$ cat src/rtl/pgm_serial_pkg.sv
package pgm_serial_pkg;

    localparam int CMD_W = 4;

    localparam logic [CMD_W-1:0] CMD_CORE_INSTR = 4'h0;
    localparam logic [CMD_W-1:0] CMD_RD_LATCH   = 4'h2;
    localparam logic [CMD_W-1:0] CMD_RD_STATUS  = 4'h9;
    localparam logic [CMD_W-1:0] CMD_WR_LATCH   = 4'hD;

    function automatic logic cmd_is_read(input logic [CMD_W-1:0] c);
        return (c == CMD_RD_LATCH) || (c == CMD_RD_STATUS);
    endfunction

    function automatic logic cmd_is_known(input logic [CMD_W-1:0] c);
        return (c == CMD_CORE_INSTR) || (c == CMD_WR_LATCH) || cmd_is_read(c);
    endfunction

endpackage

$ cat src/rtl/pgm_sync.sv
module pgm_sync #(
    parameter int WIDTH  = 2,
    parameter int STAGES = 2
) (
    input  logic             clk,
    input  logic             rst_n,
    input  logic [WIDTH-1:0] async_i,
    output logic [WIDTH-1:0] sync_o
);
    logic [WIDTH-1:0] stage_q [STAGES];

    generate
        for (genvar s = 0; s < STAGES; s++) begin : g_stage
            always_ff @(posedge clk or negedge rst_n) begin
                if (!rst_n) begin
                    stage_q[s] <= '0;
                end else if (s == 0) begin
                    stage_q[s] <= async_i;
                end else begin
                    stage_q[s] <= stage_q[(s == 0) ? 0 : s-1];
                end
            end
        end
    endgenerate

    assign sync_o = stage_q[STAGES-1];
endmodule

$ cat src/rtl/pgm_idle_timer.sv
module pgm_idle_timer #(
    parameter int LIMIT = 64
) (
    input  logic clk,
    input  logic rst_n,
    input  logic activity_i,
    output logic idle_hit_o
);
    localparam int CW = $clog2(LIMIT + 1);

    logic [CW-1:0] count_d, count_q;

    always_comb begin
        count_d = count_q;
        if (activity_i) begin
            count_d = '0;
        end else if (count_q != CW'(LIMIT)) begin
            count_d = count_q + 1'b1;
        end
    end

    always_ff @(posedge clk or negedge rst_n) begin
        if (!rst_n) count_q <= '0;
        else        count_q <= count_d;
    end

    assign idle_hit_o = !activity_i && (count_q == CW'(LIMIT - 1));
endmodule

$ cat src/rtl/pgm_serial_port.sv
module pgm_serial_port
    import pgm_serial_pkg::*;
#(
    parameter int DATA_W      = 16,
    parameter int SYNC_STAGES = 2,
    parameter int IDLE_LIMIT  = 64
) (
    input  logic              clk,
    input  logic              rst_n,
    input  logic              pgm_clk_i,
    input  logic              pgm_dat_i,
    output logic              pgm_dat_o,
    output logic              pgm_dat_oe,
    input  logic [DATA_W-1:0] status_i,
    output logic              cmd_valid_o,
    output logic [CMD_W-1:0]  cmd_code_o,
    output logic [DATA_W-1:0] cmd_data_o,
    output logic [DATA_W-1:0] latch_o
);
    localparam int FRAME_BITS = CMD_W + DATA_W;
    localparam int POS_W      = $clog2(FRAME_BITS);
    localparam logic [POS_W-1:0] POS_CMD_LAST   = POS_W'(CMD_W - 1);
    localparam logic [POS_W-1:0] POS_FRAME_LAST = POS_W'(FRAME_BITS - 1);

    typedef struct packed {
        logic              clk_prev;
        logic [POS_W-1:0]  pos;
        logic [CMD_W-1:0]  cmd;
        logic [DATA_W-1:0] rx;
        logic [DATA_W-1:0] tx;
        logic [DATA_W-1:0] tx_word;
        logic              oe;
        logic              dout;
        logic [DATA_W-1:0] latch;
        logic              valid;
        logic [CMD_W-1:0]  vcode;
        logic [DATA_W-1:0] vdata;
    } state_t;

    state_t st_d, st_q;

    logic [1:0] sync_w;
    logic       pclk_s, pdat_s;
    logic       rise_w, fall_w, idle_hit_w;

    pgm_sync #(.WIDTH(2), .STAGES(SYNC_STAGES)) u_sync (
        .clk    (clk),
        .rst_n  (rst_n),
        .async_i({pgm_dat_i, pgm_clk_i}),
        .sync_o (sync_w)
    );
    assign pclk_s = sync_w[0];
    assign pdat_s = sync_w[1];

    assign rise_w = pclk_s && !st_q.clk_prev;
    assign fall_w = !pclk_s && st_q.clk_prev;

    pgm_idle_timer #(.LIMIT(IDLE_LIMIT)) u_idle (
        .clk       (clk),
        .rst_n     (rst_n),
        .activity_i(rise_w || fall_w),
        .idle_hit_o(idle_hit_w)
    );

    logic [CMD_W-1:0]  cmd_next;
    logic [DATA_W-1:0] rx_next;

    always_comb begin
        st_d          = st_q;
        st_d.clk_prev = pclk_s;
        st_d.valid    = 1'b0;
        cmd_next      = {pdat_s, st_q.cmd[CMD_W-1:1]};
        rx_next       = {pdat_s, st_q.rx[DATA_W-1:1]};

        if (idle_hit_w) begin
            st_d.pos = '0;
            st_d.oe  = 1'b0;
        end else if (rise_w) begin
            if (st_q.oe && (st_q.pos > POS_CMD_LAST)) begin
                st_d.dout = st_q.tx[0];
                st_d.tx   = {1'b0, st_q.tx[DATA_W-1:1]};
            end
        end else if (fall_w) begin
            if (st_q.pos <= POS_CMD_LAST) begin
                st_d.cmd = cmd_next;
                st_d.pos = st_q.pos + 1'b1;
                if (st_q.pos == POS_CMD_LAST && cmd_is_read(cmd_next)) begin
                    st_d.oe      = 1'b1;
                    st_d.dout    = 1'b0;
                    st_d.tx      = (cmd_next == CMD_RD_LATCH) ? st_q.latch : status_i;
                    st_d.tx_word = st_d.tx;
                end
            end else if (st_q.pos == POS_FRAME_LAST) begin
                st_d.rx    = rx_next;
                st_d.pos   = '0;
                st_d.oe    = 1'b0;
                st_d.valid = cmd_is_known(st_q.cmd);
                if (cmd_is_known(st_q.cmd)) begin
                    st_d.vcode = st_q.cmd;
                    st_d.vdata = cmd_is_read(st_q.cmd) ? st_q.tx_word : rx_next;
                end
                if (st_q.cmd == CMD_WR_LATCH) begin
                    st_d.latch = rx_next;
                end
            end else begin
                st_d.rx  = rx_next;
                st_d.pos = st_q.pos + 1'b1;
            end
        end
    end

    always_ff @(posedge clk or negedge rst_n) begin
        if (!rst_n) st_q <= '0;
        else        st_q <= st_d;
    end

    assign pgm_dat_o   = st_q.dout;
    assign pgm_dat_oe  = st_q.oe;
    assign cmd_valid_o = st_q.valid;
    assign cmd_code_o  = st_q.vcode;
    assign cmd_data_o  = st_q.vdata;
    assign latch_o     = st_q.latch;

    logic [POS_W-1:0] frame_pos;
    logic             idle_hit;
    assign frame_pos = st_q.pos;
    assign idle_hit  = idle_hit_w;
endmodule

$ cat config.mk
export PLATFORM = sky130hd
export DESIGN_NAME = pgm_serial_port
export DESIGN_NICKNAME = d
export VERILOG_FILES = /design/src/rtl/pgm_serial_pkg.sv /design/src/rtl/pgm_sync.sv /design/src/rtl/pgm_idle_timer.sv /design/src/rtl/pgm_serial_port.sv
export SDC_FILE = /design/constraint.sdc
export NUM_CORES = 1
export LEC_CHECK = 0
export BUFFER_PORTS_ARGS = -buffer_cell sky130_fd_sc_hd__buf_2
export CORE_MARGIN = 10
export CORE_UTILIZATION = 55
export DETAILED_ROUTE_END_ITERATION = 16
export PLACE_DENSITY = 0.8
export SLEW_MARGIN = 40
export SYNTH_ARGS = -nofsm -noshare
export SYNTH_HDL_FRONTEND = slang
export SYNTH_SLANG_ARGS = --single-unit
$ cat constraint.sdc
create_clock -name clk -period 2.7 [get_ports clk]
set_input_delay 0.54 -clock clk [delete_from_list [all_inputs] [get_ports clk]]
set_output_delay 0.54 -clock clk [all_outputs]
set_load 0.05 [all_outputs]
# Yosys cells after proc, flatten, opt, wreduce, memory -nomap -nowiden

Index checks and enable logic that the tools add are counted.

Logic and storage cells: 90
Register bits: 108
Output and inout port bits: 39

Reductions and logical operators: 28
Eq/ne operators: 12
Bitwise operators: 3
$lt $le $gt $ge: 2
Muxes and demuxes: 28
Add/sub/neg operators: 2

Operators with widths:

| cell                                                                 | count |
|---|---|
| 16-bit 2-to-1 mux                                                    | 6 |
| 96-bit 2-to-1 mux                                                    | 1 |
| 37-bit 2-to-1 mux                                                    | 2 |
| 21-bit 2-to-1 mux                                                    | 2 |
| 34-bit 2-to-1 mux                                                    | 1 |
| 32-bit 2-to-1 mux                                                    | 1 |
| 25-bit 2-to-1 mux                                                    | 1 |
| 20-bit 2-to-1 mux                                                    | 1 |
| 5-bit 2-to-1 mux                                                     | 3 |
| 7-bit 2-to-1 mux                                                     | 2 |
| 4-bit == test, second input constant                                 | 3 |
| 4-bit AND reduction                                                  | 3 |
| 6-bit AND reduction                                                  | 2 |
| 5-bit AND reduction                                                  | 2 |
| 2-bit nonzero test                                                   | 5 |
| 4-bit by 2-bit == test with 1-bit output, second input constant      | 2 |
| 7-bit by 1-bit adder with 7-bit output, second input constant        | 1 |
| 7-bit by 6-bit == test with 1-bit output, second input constant      | 1 |
| 1-bit 2-to-1 mux                                                     | 7 |
| 7-bit inequality test, second input constant                         | 1 |
| 5-bit by 1-bit adder with 5-bit output, second input constant        | 1 |
| 5-bit by 2-bit == test with 1-bit output, second input constant      | 1 |
| 5-bit == test, second input constant                                 | 1 |
| 5-bit by 2-bit > comparator with 1-bit output, second input constant | 1 |
| other kinds (11)                                                     | 24 |

# Logic depth before layout (Yosys ltp)

Gate-level depths: netlist of run 1.

Word-level depth: 9
Mapped depth: 9
Gate-level depth less buffers: 6

# Hierarchy

A second synthesis of run 1 with hierarchy kept.

Cell total of the unflattened synthesis: 435
Area total of the unflattened synthesis: 5151.2 µm²

By module, submodules not included:

| module          | cells each | times used | area each (µm²) |
|---|---|---|---|
| pgm_serial_port | 389        | 1          | 4648.2 |
| pgm_idle_timer  | 40         | 1          | 387.9 |
| pgm_sync        | 6          | 1          | 115.1 |

# Worst setup path after synthesis of run 1

OpenSTA, ideal clock, no wires.

Kind: reg-to-reg
Start point: register u_sync.stage_q, in the netlist u_sync.sync_o[0]
End point: register st_q, in the netlist latch_o[11]
Arrival: 2295 ps
Stages on the path, launching flop included: 10
Data required time: 2575 ps
Path slack: 280 ps
Library setup time: 125 ps
Path through: dfrtp_1 inv_1 ha_1 buf_2 nor2b_1 and3_1 buf_2 nor3_2 buf_4 mux2_2

Longest elaborated chain between the ends: 7

Ends and longest elaborated chain:

| element                                | RTL line               | text |
|---|---|---|
| start: declaration                     | pgm_sync.sv:10         | `logic [WIDTH-1:0] stage_q [STAGES];` |
| start signal: indexed assignment       | pgm_sync.sv:18         | `stage_q[s] <= async_i;` |
| start signal: indexed assignment       | pgm_sync.sv:20         | `stage_q[s] <= stage_q[(s == 0) ? 0 : s-1];` |
| 1-bit logical NOT                      | pgm_serial_port.sv:56  | `assign fall_w = !pclk_s && st_q.clk_prev;` |
| 1-bit logical AND                      | pgm_serial_port.sv:56  |  |
| 1-bit logical OR                       | pgm_serial_port.sv:61  | `.activity_i(rise_w \|\| fall_w),` |
| 1-bit logical NOT                      | pgm_idle_timer.sv:27   | `assign idle_hit_o = !activity_i && (count_q == CW'(LIMIT - 1));` |
| 1-bit logical AND                      | pgm_idle_timer.sv:27   |  |
| 1-bit NOT (no source line)             | n/a                    |  |
| 6-bit AND reduction (no source line) * | n/a                    |  |
| end signal: assignment                 | pgm_serial_port.sv:114 | `else st_q <= st_d;` |
| end: declaration                       | pgm_serial_port.sv:40  | `state_t st_d, st_q;` |

Mark *: on every way between the ends. The rest lies on a longest branch, timed or not.
A chain may end at the register's enable or synchronous reset.

# Worst setup path after layout of run 1

Start point: register u_sync.stage_q, in the netlist u_sync.sync_o[0]
End point: register st_q, in the netlist cmd_next[1]

Longest elaborated chain between the ends: 7

Ends and longest elaborated chain:

| element                                | RTL line |
|---|---|
| 1-bit logical NOT                      | pgm_serial_port.sv:56 |
| 1-bit logical AND                      | pgm_serial_port.sv:56 |
| 1-bit logical OR                       | pgm_serial_port.sv:61 |
| 1-bit logical NOT                      | pgm_idle_timer.sv:27 |
| 1-bit logical AND                      | pgm_idle_timer.sv:27 |
| 1-bit NOT (no source line)             | n/a |
| 4-bit AND reduction (no source line) * | n/a |

Marked as above.

==> impl_metrics.env, run 1 <==
export IMPL_cap_violations=0
export IMPL_syn_num_nets=439
export IMPL_wl_per_cell_um=16.9
export IMPL_vias_per_cell=5.33
export IMPL_die_area_mm2=0.0138
export IMPL_cp_endpoint="cmd_next[1]$_DFFE_PN0P_"
export IMPL_timing_final_crit_share=0.906
export IMPL_hold_viol_final=0
export IMPL_finalSetupTns_ps=0
export IMPL_grt_setup_unrepaired="false"
export IMPL_ys_seq_area_frac=0.514
export IMPL_dpl_hpwl_mm=6.94
export IMPL_setup_worst_path_start="u_sync.sync_o[0]$_DFF_PN0_"
export IMPL_postRouteWirelength_mm=9.78
export IMPL_yosysUniqueCellTypes=52
export IMPL_gp_congestion=0.823
export IMPL_worstPathArrival_ps=2700
export IMPL_syn_instance_count=414
export IMPL_dpl_cell_area_mm2=0.00543
export IMPL_drc=0
export IMPL_powerDensity_mw_per_mm2=709
export IMPL_syn2layout_area_growth_pct=8.02
export IMPL_num_io_pins=59
export IMPL_synth_xor_area_share=0.00673
export IMPL_timing_final_crit_period_ps=2450
export IMPL_cts_setup_buffers=0
export IMPL_cts_tree="yes"
export IMPL_grt_ovfl_total=0
export IMPL_antennaDiodeCount=0
export IMPL_slew_violations=0
export IMPL_fin_nets=469
export IMPL_cp_max_fo=10
export IMPL_die_h_um=117
export IMPL_r2r_end="cmd_next[1]$_DFFE_PN0P_"
export IMPL_grt_max_degree=51
export IMPL_max_freq_mhz=409
export IMPL_synth_warnings=0
export IMPL_grt_total_usage=0.143
export IMPL_nFillCells=733
export IMPL_die_x_um=117
export IMPL_synthSimpleGateAreaFrac=0.0709
export IMPL_port_buffers=58
export IMPL_ys_seq_elements=107
export IMPL_drive_gt1_frac=0.403
export IMPL_antenna_found_initial=0
export IMPL_finClkSkew_ps=10.3
export IMPL_cts_resized=0
export IMPL_grt_pass1_wl_mm=16.6
export IMPL_ff2ff_setup_slack_ps=250
export IMPL_h_tree_depth=3
export IMPL_r2r_start="u_sync.sync_o[0]$_DFF_PN0_"
export IMPL_start_util=0.564
export IMPL_insertion_delay_ps=360
export IMPL_seq_area_mm2=0.00268
export IMPL_rows=35
export IMPL_setup_viol=0
export IMPL_synthesis_area_mm2=0.00521
export IMPL_worst_pin_slew_ps=564
export IMPL_avgSynthCellArea_um2=12.6
export IMPL_muxShareOfSynthArea=0.251
export IMPL_status="finished clean"
export IMPL_finalPower_uw=3990
export IMPL_drtPass1Iterations=5
export IMPL_ir_drop_mv=0.393
export IMPL_critPathKind="reg2reg"
export IMPL_clock_sinks=107
export IMPL_cts_root_buf="clkbuf_8"
export IMPL_core_mm2=0.00924
export IMPL_hold_buffers=0
export IMPL_crit_required_ps=2960
export IMPL_vias=3080
export IMPL_synth_top_family_by_area="multiplexers"
export IMPL_slew_headroom=0.624
export IMPL_multiInputGateArea_mm2=0.00205
export IMPL_power_leakage_uw=0.00276
export IMPL_grt_pass1_vias=3318
export IMPL_stdcell_area_mm2=0.00563
export IMPL_rr_worst_depth=6
export IMPL_cts_buffers=9
export IMPL_hp_class="in2async"
export IMPL_antenna_left=0
export IMPL_end_kind="flip-flop"
export IMPL_synth_compound_area_frac=0.0502
export IMPL_clock_path_buffers=2
export IMPL_path_clk_slew_ps=100
export IMPL_synthAdderAreaFrac=0.0120
export IMPL_drt_initial_drc_count=168
export IMPL_startpoint_type="flip-flop"
## worst min-delay path by stage
stage,from,endpoint,slack (ps)
after floorplan,rst_n,cmd_code_o[0]$_DFFE_PN0P_,240
after global placement,u_sync.stage_q[3]$_DFF_PN0_,u_sync.sync_o[1]$_DFF_PN0_,340
after detailed placement,u_sync.stage_q[3]$_DFF_PN0_,u_sync.sync_o[1]$_DFF_PN0_,350
after CTS,rst_n,cmd_code_o[2]$_DFFE_PN0P_,170
after global routing,rst_n,cmd_data_o[11]$_DFFE_PN0P_,180
final,rst_n,cmd_data_o[11]$_DFFE_PN0P_,160
## metal layers
metal,wire length (µm),track usage,share of wire,up-vias
met4,101,0.0313,0.010,0
met3,466,0.0451,0.048,9
met1,4470,0.184,0.46,1552
met5,0,0,0,-
li1,-,-,-,1457
met2,4750,0.231,0.49,62
## cells in the mapped netlist (all sizes together)
cell,instances,area [µm²]
a21o,3,22.5
nor2b,3,18.8
buf,49,375
a2bb2oi,1,8.76
a22o,1,8.76
and4,1,8.76
o22ai,3,18.8
o32ai,1,8.76
nor2,4,31.3
inv,28,105
or2b,1,8.76
o21bai,1,7.51
a2111o,1,21.3
nand2b,1,6.26
nand3b,5,37.5
a32o,1,10.0
a21oi,5,40.0
or4,2,18.8
and3,3,18.8
mux2i,35,350
dfrtp,107,2680
or3,1,6.26
o21ai,16,80.1
nand4b,1,8.76
nor4b,2,17.5
xnor2,4,35.0
nand2,20,75.1
mux2,85,957
nor4bb,1,10.0
nor3,3,20.0
ha,5,62.6
nor4,2,18.8
nand4,1,6.26
a21boi,2,15.0
o31a,1,10.0
and2,4,25.0
nand3,3,15.0
or3b,2,17.5
clkbuf,4,15.0
a211o,1,10.0
## flip-flops by register name (all words and copies together) (netlist names)
name            cells
st_q               34
cmd_data_o         16
latch_o            16
rx_next            15
u_idle.count_q      7
frame_pos           5
cmd_code_o          4
cmd_next            3
u_sync.stage_q      2
u_sync.sync_o       2
cmd_valid_o         1
pgm_dat_o           1
pgm_dat_oe          1
## worst max-delay path, cell delays in order (launching register included)
cell and delay, ps:
dfrtp_1 390, inv_1 60, ha_1 430, nor2b_1 210
and3_1 350, nor4_2 510, mux2_2 400
## through the flow
stage	utilization	hold WS [ps]	std cells	setup slack, ps
finish	0.609	157	578	254
global route	0.609	177	578	121
CTS	0.609	166	578	262
detailed placement	0.587	352	562	288
global placement	0.587	343	562	334
floorplan	-	244	414	280
## kinds of logic (layout without fill, tap and decap cells)
family	after synthesis	in the layout
buf+inv	81	116
simple gates	60	60
mux	120	120
flops	107	107
xor+xnor	4	4
fa+ha+maj	5	5
compound gates	37	37
## layout by cell type (no fill, tap or decap), types with 4 or more instances in the layout
cell type,Yosys,layout
mux2_2,80,80
mux2_1,5,5
o21ai_0,16,16
buf_4,37,12
ha_1,5,5
clkbuf_8,0,9
nand2_1,20,20
buf_2,8,57
dfrtp_1,107,107
nand3b_1,5,5
and2_1,4,4
xnor2_1,4,4
mux2i_1,35,35
inv_1,28,28
## power breakdown
group / switching (µW) / total [µW] / internal, µW
clock network: 553 / 987 / 434
logic: 469 / 972 / 503
registers: 215 / 2030 / 1820
## cell type report
| type | instances | area share |
|---|---|---|
| Tap cell | 129 | 0.0287 |
| Clock buffer | 9 | 0.0220 |
| Inverter | 28 | 0.0187 |
| Sequential cell | 107 | 0.476 |
| Clock inverter | 7 | 0.0136 |
| Timing Repair Buffer | 72 | 0.0774 |
| Multi-Input combinational cell | 226 | 0.364 |
Power figures use the tool's default switching activity.
==> run 2, diff against run 1 <==
--- a/config.mk
+++ b/config.mk
@@ -10,6 +10,7 @@
 export CORE_UTILIZATION = 55
 export DETAILED_ROUTE_END_ITERATION = 16
 export PLACE_DENSITY = 0.8
+export REMOVE_ABC_BUFFERS = 1
 export SLEW_MARGIN = 40
 export SYNTH_ARGS = -nofsm -noshare
 export SYNTH_HDL_FRONTEND = slang
==> run 2 against run 1 <==
Global-route usage is 0.56 points higher. Critical path type unchanged. Utilization is 0.11 points lower. Sequential cell count stayed put.
==> impl_metrics.env, run 2 (synthesized netlist as in run 1, its figures left out) <==
export IMPL_power_leakage_uw=0.00275
export IMPL_antennaDiodeCount=0
export IMPL_port_buffers=58
export IMPL_num_io_pins=59
export IMPL_drc=0
export IMPL_fin_cells=576
export IMPL_worstPathArrival_ps=2680
export IMPL_grt_ovfl_total=0
export IMPL_wl_per_cell_um=17.6
export IMPL_grt_pass1_vias=3339
export IMPL_gp_congestion=0.778
export IMPL_ir_drop_mv=0.436
export IMPL_grt_pass1_wl_mm=17.0
export IMPL_max_stage_delay_ps=600
export IMPL_cts_root_buf="clkbuf_8"
export IMPL_path_cells="or4_4, a2111o_4, nor2_8, mux2i_1"
export IMPL_regMostFlops="st_q"
export IMPL_status="finished clean"
export IMPL_syn2layout_area_growth_pct=7.83
export IMPL_worst_pin_slew_ps=723
export IMPL_postRouteWirelength_mm=10.1
export IMPL_grt_setup_unrepaired="false"
export IMPL_hold_buffers=0
export IMPL_dpl_hpwl_mm=7.04
export IMPL_path_clk_slew_ps=110
export IMPL_end_kind="flip-flop"
export IMPL_startpoint_type="flip-flop"
export IMPL_crit_required_ps=2990
export IMPL_fin_nets=468
export IMPL_critPathKind="reg2reg"
export IMPL_fin_ws_ps=304
export IMPL_largest_register_ffs=34
export IMPL_drt_initial_drc_count=153
export IMPL_max_freq_mhz=417
export IMPL_layout_common_cells="107 x dfrtp_1, 80 x mux2_2, 57 x buf_2"
export IMPL_place_ws_ps=366
export IMPL_cts_setup_buffers=0
export IMPL_die_h_um=117
export IMPL_vias=3103
export IMPL_clock_path_buffers=2
export IMPL_slew_violations=0
export IMPL_cap_violations=0
export IMPL_clock_sinks=107
export IMPL_timing_final_crit_share=0.887
export IMPL_vias_per_cell=5.39
export IMPL_insertion_delay_ps=380
export IMPL_timing_final_crit_period_ps=2400
export IMPL_hold_viol_final=0
export IMPL_cts_buffers=9
export IMPL_drtPass1Iterations=6
export IMPL_grt_max_degree=57
export IMPL_final_common_cell="dfrtp_1"
export IMPL_drive_gt1_frac=0.400
export IMPL_die_x_um=117
export IMPL_dp_cells=561
export IMPL_utilization=0.608
export IMPL_cp_max_fo=18
export IMPL_antenna_found_initial=0
export IMPL_core_mm2=0.00924
export IMPL_powerDensity_mw_per_mm2=698
export IMPL_critPathSlowestCell="a2111o_4"
export IMPL_setup_viol=0
export IMPL_slew_headroom=0.518
export IMPL_antenna_left=0
export IMPL_grt_total_usage=0.149
export IMPL_finClkSkew_ps=15.0
export IMPL_cts_tree="yes"
export IMPL_rows=35
export IMPL_rr_worst_depth=4
export IMPL_h_tree_depth=3
export IMPL_cts_resized=0
export IMPL_die_area_mm2=0.0138
export IMPL_start_util=0.564
export IMPL_hp_class="in2async"
[run 2: cell types whose count changed in the layout (fill, tap and decap cells not counted), sizes merged]
cell	before	now
buf	72	71
inv	29	30
clkinv	3	2
clkinvlp	2	1
bufinv	1	0
clkbuf	9	10
[run 2: worst paths after layout]
check,start,end,slack [ps]
min,rst_n,rx_next[12]$_DFFE_PN0P_,210
max in group asynchronous,rst_n,st_q[44]$_DFFE_PN0P_,1830
max reg2reg,cmd_next[2]$_DFFE_PN0P_,st_q[53]$_DFFE_PN0P_,300
min reg2reg,u_sync.stage_q[3]$_DFF_PN0_,u_sync.sync_o[1]$_DFF_PN0_,360
min in group clk,pgm_dat_i,u_sync.stage_q[3]$_DFF_PN0_,260
max,cmd_next[2]$_DFFE_PN0P_,st_q[53]$_DFFE_PN0P_,300
[run 2: power by group]
group	leakage, µW	internal [µW]	switching [µW]
registers	0.00137	1820	212
logic	0.00128	490	459
clock network	0.0000924	372	571
[run 2: layer usage]
| metal | routed length, µm | global-route usage | part of all wire | up-vias |
|---|---|---|---|---|
| met4 | 106 | 0.0360 | 0.010 | 0 |
| li1 | - | - | - | 1454 |
| met5 | 0 | 0 | 0 | - |
| met3 | 335 | 0.0403 | 0.033 | 9 |
| met2 | 4950 | 0.249 | 0.49 | 48 |
| met1 | 4730 | 0.186 | 0.47 | 1592 |
[run 2: cell type report]
class	count	area, µm²
sequential	107	2680
tap	129	161
clock buffer	10	138
multi-input combinational	226	2050
timing repair buffer	71	440
inverter	28	105
fill	715	3620
clock inverter	5	47.5
[run 2: worst max-delay path: cells and delay by family, from the launching register on]
family / cells / cell delay, ps
simple gates: 2 / 920
compound gates: 1 / 600
flops: 1 / 490
mux: 1 / 300
[run 2: metrics by stage]
step	total power (µW)	TNS [ps]	area (µm²)	hold WS, ps
after floorplan	2690	-40100	4820	244
after global placement	2970	0	5430	338
after detailed placement	3000	0	5430	337
after CTS	3940	0	5620	228
after global routing	4130	0	5620	239
final	3920	0	5620	206
